File: config.mk
export PLATFORM = sky130hd
export DESIGN_NAME = irq_cause_unit
export DESIGN_NICKNAME = d
export VERILOG_FILES = /design/src/rtl/irq_cause_pkg.sv /design/src/rtl/irq_regdec.sv /design/src/rtl/irq_mask_bank.sv /design/src/rtl/irq_cause_reg.sv /design/src/rtl/irq_cause_unit.sv
export SDC_FILE = /design/constraint.sdc
export NUM_CORES = 1
export LEC_CHECK = 0
export BUFFER_PORTS_ARGS = -buffer_cell sky130_fd_sc_hd__buf_2
export CAP_MARGIN = 30
export CELL_PAD_IN_SITES_DETAIL_PLACEMENT = 1
export CELL_PAD_IN_SITES_GLOBAL_PLACEMENT = 1
export CORE_MARGIN = 2
export CORE_UTILIZATION = 46
export CTS_BUF_LIST = sky130_fd_sc_hd__clkbuf_16
export DETAILED_ROUTE_END_ITERATION = 10
export PLACE_DENSITY = 0.83
export SKIP_LAST_GASP = 1
export SYNTH_ARGS = -nofsm -noshare
export SYNTH_HDL_FRONTEND = slang
export SYNTH_SLANG_ARGS = --single-unit
File: constraint.sdc
create_clock -name clk_i -period 4.2 [get_ports clk_i]
set_clock_uncertainty 0.05 [all_clocks]
set_input_delay 0.21 -clock clk_i [delete_from_list [all_inputs] [get_ports clk_i]]
set_output_delay 0.21 -clock clk_i [all_outputs]
set_load 0.01 [all_outputs]
File: src/rtl/irq_cause_pkg.sv
package irq_cause_pkg;

    typedef enum logic [2:0] {
        ADR_CAUSE = 3'd0,
        ADR_MSET  = 3'd1,
        ADR_MCLR  = 3'd2,
        ADR_AMASK = 3'd3,
        ADR_ACLR  = 3'd4,
        ADR_CTRL  = 3'd5
    } reg_addr_e;

    typedef struct packed {
        logic cause_rd;
        logic cause_wr;
        logic mset_wr;
        logic mclr_wr;
        logic amask_wr;
        logic aclr_wr;
        logic ctrl_wr;
    } strobe_t;

    function automatic logic addr_hit(input logic [2:0] a, input reg_addr_e r);
        return a == r;
    endfunction

endpackage

File: src/rtl/irq_regdec.sv
module irq_regdec
    import irq_cause_pkg::*;
#(
    parameter int ADDR_W = 3
) (
    input  logic [ADDR_W-1:0] addr_i,
    input  logic              rd_i,
    input  logic              wr_i,
    output strobe_t           stb_o
);
    logic       upper_zero;
    logic [2:0] low_addr;

    generate
        if (ADDR_W > 3) begin : g_wide
            assign upper_zero = (addr_i[ADDR_W-1:3] == '0);
        end else begin : g_narrow
            assign upper_zero = 1'b1;
        end
    endgenerate

    assign low_addr = addr_i[2:0];

    always_comb begin
        stb_o          = '0;
        stb_o.cause_rd = rd_i & upper_zero & addr_hit(low_addr, ADR_CAUSE);
        stb_o.cause_wr = wr_i & upper_zero & addr_hit(low_addr, ADR_CAUSE);
        stb_o.mset_wr  = wr_i & upper_zero & addr_hit(low_addr, ADR_MSET);
        stb_o.mclr_wr  = wr_i & upper_zero & addr_hit(low_addr, ADR_MCLR);
        stb_o.amask_wr = wr_i & upper_zero & addr_hit(low_addr, ADR_AMASK);
        stb_o.aclr_wr  = wr_i & upper_zero & addr_hit(low_addr, ADR_ACLR);
        stb_o.ctrl_wr  = wr_i & upper_zero & addr_hit(low_addr, ADR_CTRL);
    end
endmodule

File: src/rtl/irq_mask_bank.sv
module irq_mask_bank
    import irq_cause_pkg::*;
#(
    parameter int EV_W = 31
) (
    input  logic            clk_i,
    input  logic            rst_i,
    input  strobe_t         stb_i,
    input  logic [EV_W-1:0] wdata_i,
    input  logic            ctrl_bit_i,
    output logic [EV_W-1:0] mask_o,
    output logic [EV_W-1:0] amask_o,
    output logic [EV_W-1:0] aclr_o,
    output logic            amask_en_o
);
    logic [EV_W-1:0] mask_q, amask_q, aclr_q;
    logic            amask_en_q;
    logic [EV_W-1:0] mask_d;
    logic [EV_W-1:0] auto_drop;

    always_comb begin
        auto_drop = (stb_i.cause_rd && amask_en_q) ? amask_q : '0;
        mask_d    = mask_q;
        if (stb_i.mset_wr) mask_d = mask_d | wdata_i;
        if (stb_i.mclr_wr) mask_d = mask_d & ~wdata_i;
        mask_d = mask_d & ~auto_drop;
    end

    always_ff @(posedge clk_i) begin
        if (rst_i) begin
            mask_q     <= '0;
            amask_q    <= '0;
            aclr_q     <= '0;
            amask_en_q <= 1'b0;
        end else begin
            mask_q <= mask_d;
            if (stb_i.amask_wr) amask_q    <= wdata_i;
            if (stb_i.aclr_wr)  aclr_q     <= wdata_i;
            if (stb_i.ctrl_wr)  amask_en_q <= ctrl_bit_i;
        end
    end

    assign mask_o     = mask_q;
    assign amask_o    = amask_q;
    assign aclr_o     = aclr_q;
    assign amask_en_o = amask_en_q;

    // mask set and mask clear writes
    assert_mask_set_R8: assert property (@(posedge clk_i) disable iff (rst_i)
        stb_i.mset_wr |=> ((mask_q & $past(wdata_i)) == $past(wdata_i)));
    assert_mask_clear_R8: assert property (@(posedge clk_i) disable iff (rst_i)
        stb_i.mclr_wr |=> ((mask_q & $past(wdata_i)) == '0));
    // auto-mask on cause read
    assert_auto_mask_R9: assert property (@(posedge clk_i) disable iff (rst_i)
        (stb_i.cause_rd && amask_en_q) |=> ((mask_q & $past(amask_q)) == '0));
endmodule

File: src/rtl/irq_cause_reg.sv
module irq_cause_reg
    import irq_cause_pkg::*;
#(
    parameter int EV_W = 31
) (
    input  logic            clk_i,
    input  logic            rst_i,
    input  strobe_t         stb_i,
    input  logic [EV_W-1:0] wdata_i,
    input  logic [EV_W-1:0] event_i,
    input  logic            msg_mode_i,
    input  logic            msg_sent_i,
    input  logic [EV_W-1:0] mask_i,
    input  logic [EV_W-1:0] aclr_i,
    output logic [EV_W-1:0] cause_o,
    output logic            summary_o
);
    logic [EV_W-1:0] cause_q;
    logic [EV_W-1:0] cause_d;
    logic [EV_W-1:0] clr_vec;
    logic            pending;
    logic            read_flush;

    assign pending    = |(cause_q & mask_i);
    assign read_flush = stb_i.cause_rd &
                        (~msg_mode_i | (mask_i == '0) | pending);

    always_comb begin
        clr_vec = '0;
        if (read_flush)               clr_vec = '1;
        if (stb_i.cause_wr)           clr_vec = clr_vec | wdata_i;
        if (msg_mode_i && msg_sent_i) clr_vec = clr_vec | aclr_i;
    end

    genvar i;
    generate
        for (i = 0; i < EV_W; i++) begin : g_bit
            assign cause_d[i] = event_i[i] | (cause_q[i] & ~clr_vec[i]);
        end
    endgenerate

    always_ff @(posedge clk_i) begin
        if (rst_i) cause_q <= '0;
        else       cause_q <= cause_d;
    end

    assign cause_o   = cause_q;
    assign summary_o = pending;

    // an event always lands, whatever clears the same cycle
    assert_event_lands_R11: assert property (@(posedge clk_i) disable iff (rst_i)
        (event_i != '0) |=> ((cause_q & $past(event_i)) == $past(event_i)));
    // legacy read empties the register
    assert_legacy_flush_R5: assert property (@(posedge clk_i) disable iff (rst_i)
        (stb_i.cause_rd && !msg_mode_i && event_i == '0) |=> (cause_q == '0));
    // message-mode read with masked-only causes keeps them
    assert_msg_keep_R6: assert property (@(posedge clk_i) disable iff (rst_i)
        (stb_i.cause_rd && msg_mode_i && !pending && mask_i != '0 &&
         !stb_i.cause_wr && !msg_sent_i) |=> (cause_q == $past(cause_q | event_i)));
    // message-sent auto-clear
    assert_auto_clear_R10: assert property (@(posedge clk_i) disable iff (rst_i)
        (msg_mode_i && msg_sent_i && event_i == '0) |=> ((cause_q & $past(aclr_i)) == '0));
endmodule

File: src/rtl/irq_cause_unit.sv
module irq_cause_unit
    import irq_cause_pkg::*;
#(
    parameter int REG_W  = 32,
    parameter int ADDR_W = 3
) (
    input  logic              clk_i,
    input  logic              rst_i,
    input  logic [ADDR_W-1:0] addr_i,
    input  logic              rd_i,
    input  logic              wr_i,
    input  logic [REG_W-1:0]  wdata_i,
    output logic [REG_W-1:0]  rdata_o,
    input  logic [REG_W-2:0]  event_i,
    input  logic              msg_mode_i,
    input  logic              msg_sent_i,
    output logic              irq_o
);
    localparam int EV_W = REG_W - 1;

    strobe_t         stb;
    logic [EV_W-1:0] cause, mask, amask, aclr;
    logic            amask_en;
    logic            summary;
    logic            irq_q;

    irq_regdec #(.ADDR_W(ADDR_W)) u_dec (
        .addr_i (addr_i),
        .rd_i   (rd_i),
        .wr_i   (wr_i),
        .stb_o  (stb)
    );

    irq_mask_bank #(.EV_W(EV_W)) u_mask (
        .clk_i      (clk_i),
        .rst_i      (rst_i),
        .stb_i      (stb),
        .wdata_i    (wdata_i[EV_W-1:0]),
        .ctrl_bit_i (wdata_i[0]),
        .mask_o     (mask),
        .amask_o    (amask),
        .aclr_o     (aclr),
        .amask_en_o (amask_en)
    );

    irq_cause_reg #(.EV_W(EV_W)) u_cause (
        .clk_i      (clk_i),
        .rst_i      (rst_i),
        .stb_i      (stb),
        .wdata_i    (wdata_i[EV_W-1:0]),
        .event_i    (event_i),
        .msg_mode_i (msg_mode_i),
        .msg_sent_i (msg_sent_i),
        .mask_i     (mask),
        .aclr_i     (aclr),
        .cause_o    (cause),
        .summary_o  (summary)
    );

    always_comb begin
        rdata_o = '0;
        if (addr_i < ADDR_W'(6)) begin
            unique case (addr_i[2:0])
                ADR_CAUSE: rdata_o = {summary, cause};
                ADR_MSET,
                ADR_MCLR:  rdata_o = {1'b0, mask};
                ADR_AMASK: rdata_o = {1'b0, amask};
                ADR_ACLR:  rdata_o = {1'b0, aclr};
                ADR_CTRL:  rdata_o = {{(REG_W-1){1'b0}}, amask_en};
                default:   rdata_o = '0;
            endcase
        end
    end

    always_ff @(posedge clk_i) begin
        if (rst_i) irq_q <= 1'b0;
        else       irq_q <= |(cause & mask);
    end

    assign irq_o = irq_q;

    // interrupt line follows the pending state one cycle later
    assert_irq_follows_R4: assert property (@(posedge clk_i) disable iff (rst_i)
        1'b1 |=> (irq_o == $past(summary)));
    // writes to unmapped addresses leave the mask alone
    assert_unmapped_quiet_R12: assert property (@(posedge clk_i) disable iff (rst_i)
        (wr_i && addr_i >= ADDR_W'(6) && !(rd_i && addr_i == '0)) |=> $stable(mask));
endmodule

==> run_results.csv <==
group,metric,value,unit
synth,syn_inst,885,
global_routing,grt_pass1_vias,8203,
clock_tree,insertion_delay,440,ps
synth,synth-simple-area-share,23.2,%
cells_and_area,n_antenna_cell,0,
synth,synth_area_per_cell,7.83,sq um
worst_setup_path,arrival,2680,ps
worst_setup_path,slowest_delay,700,ps
clock_tree,cts_buffer_depth,2,
global_routing,grt_pass1_wl,45200,um
timing,fin_crit,2940,ps
clock_tree,cts_max_level,4,
route,ant_nets,0,
synth,ys_seq_elements,126,
worst_setup_path,crit_type,"flip-flop to primary output",
placement,pre_cts_slack,1510,ps
timing,slew_headroom,33.3,%
power_and_ir_drop,p_seq_share,38.7,%
synth,ys_seq_area_share,36.4,%
timing,finalWorstSetupSlack,1260,ps
worst_setup_path,cp_max_fo,14,
synth,synth_compound_area_share,30.3,%
floorplan,dieWidth,127,um
synth,yosys_warnings,0,
placement,hpwl,17500,um
cells_and_area,fin_cells,1147,
route,drt_iter0_drc,848,
floorplan,io_pins,105,
global_routing,grt_max_degree,88,
route,drt-wirelength-per-cell,25.1,um
route,drc,0,
synth,synthAdderAreaFrac,0,%
power_and_ir_drop,p_sw,0.963,mW
power_and_ir_drop,p_int,2.40,mW
worst_setup_path,crit_slowest_cell,"and4_1",
clock_tree,tritoncts,"done",
worst_setup_path,cpLargestDelayFamily,"simple AND/OR/NAND/NOR gates",
cells_and_area,seq_area,2520,sq um
route,firstDrtPassIters,6,
clock_tree,cts.sinks,126,
cells_and_area,final_nets,1022,
cells_and_area,final_util,55.9,%
synth,synth_top_family_by_area,"compound AO/OA/AOI/OAI gates",
worst_setup_path,cp_cell_sequence,"a22o_1 -> a221oi_1 -> and4_1 -> and2_1 -> nor4_1 -> buf_2",
status,status,"complete, no violations",
floorplan,fp.dieH,127,um
floorplan,rows,44,
cells_and_area,multi_input_area,4050,sq um
cells_and_area,fin_area,8180,sq um
route,num_vias,7852,
global_routing,grtUsageTotal,36.1,%
floorplan,start_util,47.3,%
job,drv_cap,0,
clock_tree,cts_made_buffers,17,
route,wl,28800,um
power_and_ir_drop,power_density,411,nW/um^2
power_and_ir_drop,swShare,28.6,%
worst_setup_path,end_kind,"primary output",
global_routing,antenna_found_initial,0,
clock_tree,cts_resized,0,
cells_and_area,drive_gt1_share,17.4,%
clock_tree,cts_setup_buffers,0,
cells_and_area,fillers,1813,
timing,setup-violations-final,0,
placement,place_inst,1109,
worst_setup_path,critPathBufInv,1,
synth,synth_cell_type_count,36,
worst_setup_path,start_kind,"flip-flop",
cells_and_area,layout-area-overhead-vs-synth,18.2,%
timing,hold_viol,0,
synth,synth_area,6930,sq um
power_and_ir_drop,pwr-share-comb,14.5,%
global_routing,grt_overflow,0,
floorplan,core_area,14600,sq um
clock_tree,clkTransAtPathRegs,60,ps
synth,syn-num-nets,957,
clock_tree,root_buffer,"clkbuf_16",
timing,fin_hold_ws,2.39,ps
route,viasPerCell,6.85,
placement,portBuffers,103,
power_and_ir_drop,ir_drop,0.309,mV
placement,placed_area,7500,sq um
power_and_ir_drop,p_leak,2.99,nW
timing,post-route-period-util,70.0,%
timing,rsz0062_at_grt,"false",
power_and_ir_drop,clkPwrFrac,46.8,%
timing,slew_viol_final,0,
timing,tns,0,ps
power_and_ir_drop,p_total,3.36,mW
placement,place.gp.congestion,0.843,
timing,max_freq,340,MHz
worst_hold_path,holdCritPathClass,"primary input to flip-flop",
synth,synth-xor-area-share,0.126,%
synth,muxShareOfSynthArea,4.48,%
timing,worstMarginPinSlew,1000,ps
worst_setup_path,required,3940,ps
floorplan,dieArea,16100,sq um
clock_tree,ctsHoldBuffers,6,
-- state kept, by name (all words and copies together) (netlist names) --
signal	flops
irq_o	1
u_cause.cause_o	31
u_mask.aclr_o	31
u_mask.amask_en_o	1
u_mask.amask_o	31
u_mask.mask_o	31
-- final cells by class --
type                    instances  share of cell area (%)
multi-input cells             671                    49.5
flip-flops and latches        126                    30.8
repair buffers                132                    9.20
clock buffers                  17                    5.20
well taps                     184                    2.81
clock inverters                15                    2.40
inverters                       2                  0.0917
-- routing by layer --
layer / vias up / global-route usage, % / part of all wire [%]
met5: - / 0 / 0
li1: 3441 / - / -
met2: 415 / 61.5 / 49
met4: 0 / 16.8 / 3.7
met1: 3901 / 44.3 / 39
met3: 95 / 6.66 / 8.1
-- cells in the mapped netlist --
| cell type | count | area (sq um) |
|---|---|---|
| a211o_1 | 31 | 272 |
| a211oi_1 | 29 | 218 |
| a21oi_1 | 185 | 926 |
| a221oi_1 | 4 | 35.0 |
| a222oi_1 | 1 | 10.0 |
| a22o_1 | 32 | 280 |
| a22oi_1 | 8 | 60.1 |
| a31oi_1 | 2 | 12.5 |
| a41oi_1 | 31 | 272 |
| and2_1 | 2 | 12.5 |
| and3_1 | 2 | 12.5 |
| and4_1 | 33 | 289 |
| and4b_1 | 1 | 10.0 |
| and4bb_1 | 1 | 12.5 |
| buf_1 | 5 | 18.8 |
| buf_2 | 23 | 115 |
| buf_6 | 3 | 33.8 |
| clkbuf_1 | 55 | 206 |
| clkinv_1 | 1 | 3.75 |
| dfxtp_1 | 126 | 2520 |
| inv_1 | 1 | 3.75 |
| mux2i_1 | 31 | 310 |
| nand2_1 | 189 | 709 |
| nand3_1 | 1 | 5.00 |
| nand4_1 | 35 | 219 |
| nand4b_4 | 1 | 23.8 |
| nor2_1 | 8 | 30.0 |
| nor2b_1 | 29 | 181 |
| nor3_1 | 2 | 10.0 |
| nor4_1 | 7 | 43.8 |
| nor4_4 | 1 | 21.3 |
| nor4b_2 | 1 | 15.0 |
| o21ai_0 | 1 | 5.00 |
| o22ai_1 | 1 | 6.26 |
| or4_4 | 1 | 11.3 |
| xor2_1 | 1 | 8.76 |
-- tightest hold or removal path: cells and delay by family --
family / cells / cell delay, ps
compound gates: 2 / 160
buf+inv: 1 / 80
-- worst paths after layout --
check	from	to	slack (ps)	cells past startpoint
worst max-delay path	u_mask.mask_o[26]	rdata_o[31]	1260	6
worst min-delay path	event_i[27]	u_cause.cause_o[27]	2	3
worst max register to register	u_mask.mask_o[26]	u_cause.cause_o[0]	1600	6
worst min register to register	u_mask.amask_o[20]	u_mask.mask_o[20]	410	1
-- power groups by stage --
stage               sequential (mW)  clock, mW  combinational [mW]
CTS                            1.30       1.58               0.473
global route                   1.30       1.63               0.516
finish                         1.30       1.57               0.488
detailed placement             1.32          0               0.462
floorplan                      1.30          0               0.301
global placement               1.32          0               0.441
-- cell usage in the layout, fill, tap and decap left out, types with 2 or more instances in the layout --
cell / instances
a41oi_1: 31
nor3_2: 2
clkinv_4: 3
mux2i_1: 31
clkinvlp_4: 4
buf_2: 101
dfxtp_1: 126
nand4_1: 35
a22o_1: 32
a21oi_1: 185
a221oi_1: 4
dlygate4sd3_1: 6
clkbuf_16: 17
clkinv_2: 4
nand2_1: 189
a31oi_1: 2
nor2_2: 2
bufinv_16: 4
nor2b_1: 29
a22oi_1: 8
nor2_1: 6
nor4_1: 7
buf_4: 25
and4_1: 33
a211o_1: 31
a211oi_1: 29
-- logic make-up after synthesis --
group | after synthesis
AOI/OAI and AO/OA | 325
and+or+nand+nor | 314
muxes | 31
DFF | 126
buffers and inverters | 88
xor gates and xnor gates | 1
Power figures use the tool's default switching activity.
